[config.mk]
export PLATFORM = sky130hd
export DESIGN_NAME = evt_fifo_irq
export DESIGN_NICKNAME = d
export VERILOG_FILES = /design/src/rtl/evt_fifo_pkg.sv /design/src/rtl/evt_fifo_store.sv /design/src/rtl/evt_fifo_flush_ctl.sv /design/src/rtl/evt_fifo_irq_gen.sv /design/src/rtl/evt_fifo_irq.sv
export SDC_FILE = /design/constraint.sdc
export NUM_CORES = 1
export LEC_CHECK = 0
export ABC_AREA = 1
export BUFFER_PORTS_ARGS = -buffer_cell sky130_fd_sc_hd__buf_2
export CORE_MARGIN = 2
export CORE_UTILIZATION = 25
export CTS_BUF_LIST = sky130_fd_sc_hd__clkbuf_8
export CTS_CLUSTER_DIAMETER = 60
export DETAILED_ROUTE_END_ITERATION = 10
export GPL_TIMING_DRIVEN = 0
export PLACE_DENSITY_LB_ADDON = 0.3
export SLEW_MARGIN = 20
export SYNTH_ARGS = -nofsm -noshare
export SYNTH_HDL_FRONTEND = slang
export SYNTH_SLANG_ARGS = --single-unit
[constraint.sdc]
create_clock -name clk -period 5.45 [get_ports clk]
set_input_delay 0.2725 -clock clk [delete_from_list [all_inputs] [get_ports clk]]
set_output_delay 0.2725 -clock clk [all_outputs]
set_load 0.05 [all_outputs]
[src/rtl/evt_fifo_pkg.sv]
package evt_fifo_pkg;
  localparam int unsigned WORD_W      = 16;
  localparam int unsigned SLOTS       = 32;
  localparam int unsigned THRESH_W    = 5;
  localparam int unsigned PTR_W       = $clog2(SLOTS);
  localparam int unsigned CNT_W       = PTR_W + 1;

  typedef logic [WORD_W-1:0] word_t;
  typedef logic [CNT_W-1:0]  count_t;
endpackage

[src/rtl/evt_fifo_store.sv]
module evt_fifo_store #(
  parameter int unsigned DW    = 16,
  parameter int unsigned DEPTH = 32
) (
  input  logic                       clk,
  input  logic                       rst_n,
  input  logic                       flush,
  input  logic                       push,
  input  logic [DW-1:0]              wdata,
  input  logic                       pop,
  output logic [DW-1:0]              rdata,
  output logic [$clog2(DEPTH):0]     count
);
  localparam int unsigned AW = $clog2(DEPTH);
  localparam int unsigned CW = AW + 1;

  logic [DW-1:0] slot_q [DEPTH];
  logic [AW-1:0] wr_ptr_q, rd_ptr_q;
  logic [CW-1:0] count_q;

  // one write-enabled register per slot
  for (genvar g = 0; g < DEPTH; g++) begin : g_slot
    always_ff @(posedge clk) begin
      if (push && (wr_ptr_q == AW'(g)))
        slot_q[g] <= wdata;
    end
  end

  always_ff @(posedge clk or negedge rst_n) begin
    if (!rst_n) begin
      wr_ptr_q <= '0;
      rd_ptr_q <= '0;
      count_q  <= '0;
    end else if (flush) begin
      wr_ptr_q <= '0;
      rd_ptr_q <= '0;
      count_q  <= '0;
    end else begin
      if (push) wr_ptr_q <= wr_ptr_q + AW'(1);
      if (pop)  rd_ptr_q <= rd_ptr_q + AW'(1);
      unique case ({push, pop})
        2'b10:   count_q <= count_q + CW'(1);
        2'b01:   count_q <= count_q - CW'(1);
        default: count_q <= count_q;
      endcase
    end
  end

  assign rdata = slot_q[rd_ptr_q];
  assign count = count_q;
endmodule

[src/rtl/evt_fifo_flush_ctl.sv]
module evt_fifo_flush_ctl (
  input  logic clk,
  input  logic rst_n,
  input  logic soft_clr,
  input  logic run,
  input  logic drop_attempt,
  output logic flush,
  output logic overflow
);
  logic run_q;
  logic ovf_q;

  always_ff @(posedge clk or negedge rst_n) begin
    if (!rst_n) begin
      run_q <= 1'b0;
      ovf_q <= 1'b0;
    end else begin
      run_q <= run;
      if (soft_clr)          ovf_q <= 1'b0;
      else if (drop_attempt) ovf_q <= 1'b1;
    end
  end

  // stop edge or software clear empties the buffer on this edge
  assign flush    = soft_clr | (run_q & ~run);
  assign overflow = ovf_q;
endmodule

[src/rtl/evt_fifo_irq_gen.sv]
module evt_fifo_irq_gen #(
  parameter int unsigned CW = 6,
  parameter int unsigned TW = 5
) (
  input  logic [CW-1:0] level,
  input  logic [TW-1:0] thresh,
  input  logic          enable,
  output logic          irq_n
);
  logic [CW-1:0] thresh_ext;
  logic          at_or_below;

  if (CW > TW) begin : g_widen
    assign thresh_ext = {{(CW-TW){1'b0}}, thresh};
  end else begin : g_same
    assign thresh_ext = CW'(thresh);
  end

  assign at_or_below = (level <= thresh_ext);
  assign irq_n       = ~(enable & at_or_below);
endmodule

[src/rtl/evt_fifo_irq.sv]
module evt_fifo_irq
  import evt_fifo_pkg::*;
(
  input  logic                clk,
  input  logic                rst_n,
  input  logic                soft_clr,
  input  logic                run,
  input  logic                in_valid,
  input  logic [WORD_W-1:0]   in_data,
  output logic                in_ready,
  output logic                out_valid,
  output logic [WORD_W-1:0]   out_data,
  input  logic                out_ready,
  input  logic [THRESH_W-1:0] irq_thresh,
  input  logic                irq_en,
  output logic                irq_n,
  output logic [CNT_W-1:0]    level,
  output logic                overflow
);
  logic   flush;
  logic   push, pop;
  count_t count;

  assign in_ready  = (count != CNT_W'(SLOTS));
  assign out_valid = run & (count != '0);
  assign push      = in_valid & in_ready & ~flush;
  assign pop       = out_valid & out_ready & ~flush;
  assign level     = count;

  evt_fifo_flush_ctl u_flush (
    .clk          (clk),
    .rst_n        (rst_n),
    .soft_clr     (soft_clr),
    .run          (run),
    .drop_attempt (in_valid & ~in_ready),
    .flush        (flush),
    .overflow     (overflow)
  );

  evt_fifo_store #(.DW(WORD_W), .DEPTH(SLOTS)) u_store (
    .clk   (clk),
    .rst_n (rst_n),
    .flush (flush),
    .push  (push),
    .wdata (in_data),
    .pop   (pop),
    .rdata (out_data),
    .count (count)
  );

  evt_fifo_irq_gen #(.CW(CNT_W), .TW(THRESH_W)) u_irq (
    .level  (count),
    .thresh (irq_thresh),
    .enable (irq_en),
    .irq_n  (irq_n)
  );
endmodule

After elaboration in Yosys (flattened, before gate mapping)

Memories as Yosys holds them, arrays and structs flattened.
Cells that the tools add are included.
W data, S select, Z words.

Bitwise gates (word level): 13
Equal/unequal tests: 34
Order comparisons: 1
Reduce and logical (&&, ||, !) cells: 69
Add/sub/neg operators: 4
Mux-type cells: 165

Operators with widths:

| operator              | count |
|---|---|
| $mux W16              | 31 |
| $reduce_or A16 Y1     | 31 |
| $mux W5               | 35 |
| $mux W1               | 97 |
| $eq A5 B5 Y1 const B  | 16 |
| $eq A5 B4 Y1 const B  | 8 |
| $logic_and A1 B1 Y1   | 32 |
| $eq A5 B3 Y1 const B  | 4 |
| $pmux W6 S2           | 1 |
| $add A5 B1 Y5 const B | 2 |
| $eq A5 B2 Y1 const B  | 2 |
| $and A1 B1 Y1         | 8 |
| $add A6 B1 Y6 const B | 1 |
| $le A6 B5 Y1          | 1 |
| $mux W6               | 1 |
| $ne A6 B6 Y1 const B  | 1 |
| $reduce_bool A2 Y1    | 3 |
| $reduce_bool A6 Y1    | 1 |
| $sub A6 B1 Y6 const B | 1 |
| $eq A5 B1 Y1 const B  | 1 |
| $logic_not A5 Y1      | 1 |
| $not A1 Y1            | 4 |
| $reduce_bool A3 Y1    | 1 |
| $eq A2 B1 Y1 const B  | 1 |
| 2 further kinds       | 2 |

Memory bits (writable): 512
Input bits: 28
Memories: 1
Word-level logic and storage cells: 292
Flip-flop bits (word level): 18
Output and inout bits: 26

Memories:

| memory         | words | width | rd ports | clocked after Yosys merged registers in | write ports | RTL line             | text |
|---|---|---|---|---|---|---|---|
| u_store.slot_q | 32    | 16    | 1        | 0                                       | 1           | evt_fifo_store.sv:17 | `logic [DW-1:0] slot_q [DEPTH];` |

Depth between registers and ports, before layout

Depth in word-level cells: 40
Gate-level depth with buffers: 15
Gate-level depth less buffers: 15

By module

A second synthesis with hierarchy kept.

Cell total of the unflattened synthesis: 1,903
Area, all modules: 21,917.3 µm²

Modules (own cells, without submodules):

| module             | area each (µm²) | sequential area each (µm²) | times used | cells each |
|---|---|---|---|---|
| evt_fifo_store     | 21,603.2        | 15,775.1                   | 1          | 1,848 |
| evt_fifo_irq_gen   | 156.4           | 0.0                        | 1          | 29 |
| evt_fifo_irq       | 85.1            | 0.0                        | 1          | 18 |
| evt_fifo_flush_ctl | 72.6            | 50.0                       | 1          | 8 |

Worst setup path after synthesis

No wires, ideal clock.

Path kind: register -> register
From: register u_store.count_q[0], in the netlist u_store.count[0]
To: memory u_store.slot_q[0][0], enable pin
Data required time: 5.062 ns
Slack: 2.549 ns
Buffers on the path: 1
Arrival: 2.513 ns
Cell stages (with the launch flop): 8
Library setup time: 0.388 ns
Period minus slack after synthesis: 2.901 ns
Path through: dfrtp_1 nor2_1 nand3_2 nand3_1 inv_1 nand2_2 buf_2 nor2_1

Cells in the longest elaborated chain, start to end: 38
Elaborated cells on any way between the ends: 192
Those cells by class: eq/ne: 1; mux: 126; bitwise: 2; reduce/logical: 63

RTL lines:

| item                                                               | RTL line             | text |
|---|---|---|
| from (decl)                                                        | evt_fifo_store.sv:19 | `logic [CW-1:0] count_q;` |
| from (signal assigned)                                             | evt_fifo_store.sv:42 | `2'b10: count_q <= count_q + CW'(1);` |
| from (signal assigned)                                             | evt_fifo_store.sv:43 | `2'b01: count_q <= count_q - CW'(1);` |
| from (signal assigned)                                             | evt_fifo_store.sv:44 | `default: count_q <= count_q;` |
| $ne A6 B6 Y1 (*)                                                   | evt_fifo_irq.sv:24   | `assign in_ready = (count != CNT_W'(SLOTS));` |
| named net in_ready                                                 | evt_fifo_irq.sv:10   | `output logic in_ready,` |
| $and A1 B1 Y1 (*) (2 in series)                                    | evt_fifo_irq.sv:26   | `assign push = in_valid & in_ready & ~flush;` |
| $logic_and A1 B1 Y1                                                | evt_fifo_store.sv:24 | `if (push && (wr_ptr_q == AW'(g)))` |
| $mux W1                                                            | evt_fifo_store.sv:24 |  |
| $mux W1 (not written as such)                                      | evt_fifo_store.sv:25 | `slot_q[g] <= wdata;` |
| $reduce_or A16 Y1 (no source line)                                 | n/a                  |  |
| $mux W5 (no source line) or $mux W1 (tied branches) (31 in series) | n/a                  |  |
| to (decl)                                                          | evt_fifo_store.sv:17 |  |

Mark *: on every way through the listed nets, which the timed path passes. The rest lies on a longest branch.

Worst setup path after layout

From: register u_store.rd_ptr_q[0]
To: output port out_data[9]

Cells in the longest elaborated chain, start to end: 1

RTL lines:

| item                   | RTL line             | text |
|---|---|---|
| from (decl)            | evt_fifo_store.sv:18 | `logic [AW-1:0] wr_ptr_q, rd_ptr_q;` |
| from (signal assigned) | evt_fifo_store.sv:40 | `if (pop) rd_ptr_q <= rd_ptr_q + AW'(1);` |
| $mem_v2 Z32 W16        | n/a                  |  |
| to (decl)              | evt_fifo_irq.sv:12   | `output logic [WORD_W-1:0] out_data,` |

No other way between the ends.

==> metrics.txt <==
outcome=complete, no violations; first-pass GRT wire length=~100000 um; count of nets after finishing=1992; Initial Util=about a quarter; Max stage delay on crit path=roughly 580 ps; antenna violations before repair=5; clock root buffer=clkbuf_8; Critical Path, Cell by Cell=buf_6 > buf_6 > clkbuf_1 > o21ai_0 > o211ai_1 > nand3_1 > nand2_1 > nand2_1 > inv_1 > buf_2; postcts setup bufs=0; clock share of power=a little under two fifths; part of the power in registers=53.3%; Final Setup Violations=0; reg-to-reg setup timing slack=about 2500 ps; fin crit period=3730 ps; Mapped Cells=1777; number of cell rows=108; CP arrival=3460 ps; Worst-path clk slew=60 ps; Routed wire per std cell=approximately 22 um; final wirelength=69300 um; fraction of layout cells with a size suffix above 1=13.9%; clk sink count=530; Pre-antenna DRT Iters=6; largest net degree at the start of global routing=33; Setup crit start kind=flop; placed cells=3005; CTS tree=built; die extent in x=299 um; Net Sw Frac=26.1%; die area=89600 sq um; most frequently used flop master after synthesis=edfxtp_1; GRT Overall Usage=15.3%; Comb power frac=8.3%; DR top layer=met4; Clock Skew=32.2 ps; pre-CTS setup slack=between 2000 and 2500 ps; area grow syn2layout=17.3%; Worst R2R Path Depth=8; GPL Wtd Cong=0.852; Slew headroom=38.0%; total CTS buffers=91; Routed Antenna Nets=0; HP Class=input port to asynchronous set/reset pin; grt total ovfl=0; Pins Over Slew Limit=0; Syn Nets=1822; critical path type=flop to output port; Achievable Freq=268 MHz; Final WS setup=1720 ps; Post-synth EDFFs=512; Peak VDD IR=0.168 mV; Detail Placement HPWL=about 46000 um; DR iter-0 viols=1445; synth unique cells=34; Seq/Total Area, Yosys=72.6%; core area=between 80000 and 90000 sq um; CTS-repair resized insts=0; max_cap viols=0; Synth Area per Inst=12.3 sq um; Cell Int Power=6.23 mW; CP Max Fanout=10; required time worst endpoint=between 5000 and 6000 ps; switching power total=2.21 mW; post-route setup TNS=0 ps; DR DRC count=0; vias per cell=around 4.6; vias in the first global route=~15k; yosys warns=0; Max stage delay cell, worst path=clkbuf_1; critical path capture point type=output port; Met1 Routed Length=29900 um; port bufs=53; die height=299 um; Final Hold Fails=0; fin cells=3181; area of the mapped netlist=approximately 22000 sq um; metal3 WL=around 4700 um; Final Cycle Share=around 70%; measured slew at the worst slew-check pin=between 900 and 1000 ps; met2 wire length=32700 um; # IOs=54; CTS Buffer Depth=3; FF-to-FF End=u_store.slot_q[21][9]; RSZ-0062 raised after global routing=no; Seq cells post-synth=530; Power Density=approximately 330 nW/um^2; Worst-Skew Late Latency=690 ps; R2R Path Start=u_store.count[0]; share of flip-flops with an asynchronous set or reset after synthesis=3.40%; Vias=14.7k; static leakage=8.80 nW; H-tree depth=3
[cell usage after synthesis (3+ instances only)]
cell,number,area [sq um]
o22ai_1,34,213
clkbuf_1,46,173
inv_1,61,229
o21ai_1,59,295
o211ai_1,65,488
edfxtp_1,512,15400
buf_2,27,135
o21ai_0,174,871
or2_1,7,43.8
dfrtp_1,18,450
nor3_1,3,15.0
xor2_1,3,26.3
nand2_1,222,833
nor2_1,318,1190
nand3_1,119,596
a21oi_1,38,190
ha_1,16,200
nand2_2,4,25.0
buf_6,20,225
buf_1,3,11.3
buf_4,11,82.6
[power groups by stage]
stage               Sequential, mW  Clock [mW]  Combinational (mW)
finish                        4.50        3.24               0.701
detailed placement            4.58           0               0.702
CTS                           4.50        3.30               0.706
global route                  4.50        3.48               0.756
floorplan                     4.60           0               0.369
global placement              4.58           0               0.692
[cell type report]
type | instances | area (sq um)
clock buffers | 92 | 1270
clock inverters | 76 | 344
flip-flops and latches | 530 | 15800
inverters | 64 | 240
plain buffers | 107 | 627
diodes | 4 | 10.0
fillers | 8762 | 61000
multi-input cells | 1076 | 5260
repair buffers | 77 | 561
well taps | 1155 | 1450
[worst max-delay path, delay by kind of cell, from the launching register on]
family	cells	cell delay, ps
flip-flops	1	360
AO/OA/AOI/OAI	2	450
buffers and inverters	5	1280
AND/OR/NAND/NOR	3	660
[worst max path at each step]
stage	from	end	depth (start not counted)
after floorplan	u_store.count[0]	u_store.slot_q[0][0]	7
after global placement	run	u_store.slot_q[2][0]	8
after detailed placement	u_store.rd_ptr_q[0]	out_data[9]	10
after CTS	u_store.rd_ptr_q[0]	out_data[9]	10
after global routing	u_store.rd_ptr_q[1]	out_data[13]	10
final	u_store.rd_ptr_q[0]	out_data[9]	10
[logic make-up after synthesis]
logic type	share of synthesized area, %
buffers and inverters	3.98
xor gates and xnor gates	0.161
DFF	72.6
and+or+nand+nor	12.7
adders and majority gates	1.01
AOI/OAI and AO/OA	9.57
[what timing repair did]
action                                 CTS  global route
hold buffers                             4             0
endpoints found under the hold margin   24             0
setup endpoints to repair                0             0
[metrics by stage]
stage               hold slack (ps)  total power [mW]  utilization [%]  cell area (sq um)
finish                          101              8.44             29.5              25600
global placement                248              5.28             27.2              23500
CTS                            45.3              8.51             29.5              25600
detailed placement              262              5.29             27.6              23900
global route                   77.9              8.74             29.5              25600
floorplan                     -23.1              4.97                -              21800
[state kept, by name, summed over array words and instances (netlist names)]
signal	flops
u_store.slot_q	512
u_store.count	6
u_store.rd_ptr_q	5
u_store.wr_ptr_q	5
u_flush.overflow	1
u_flush.run_q	1
[metal layers]
| metal | global-route usage [%] | vias to the layer above |
|---|---|---|
| met5 | 0 | - |
| met4 | 4.93 | 0 |
| met3 | 2.74 | 120 |
| met2 | 25.2 | 565 |
| met1 | 20.5 | 7329 |
| li1 | - | 6729 |
[cells in the final DEF (no fill, tap or decap), types with 2 or more instances in the layout]
cell type,n
inv_1,88
ha_1,16
o21ai_0,174
buf_4,11
buf_2,80
nor3b_1,2
dfrtp_1,18
buf_8,8
inv_6,2
dlygate4sd3_1,4
nand2_1,222
xor2_1,3
clkinv_2,10
buf_1,3
or2_1,7
nand3_2,2
clkbuf_1,46
clkinvlp_4,3
a21oi_1,38
clkinv_1,34
nand3_1,119
o21ai_1,59
clkbuf_8,92
nand4_1,2
nor2_4,12
o22ai_1,34
o211ai_1,65
nand2_2,4
nor3_1,3
nor2_2,21
nor2_1,286
edfxtp_1,512
buf_6,32
diode_2,4
(Power assumes the default switching activity.)
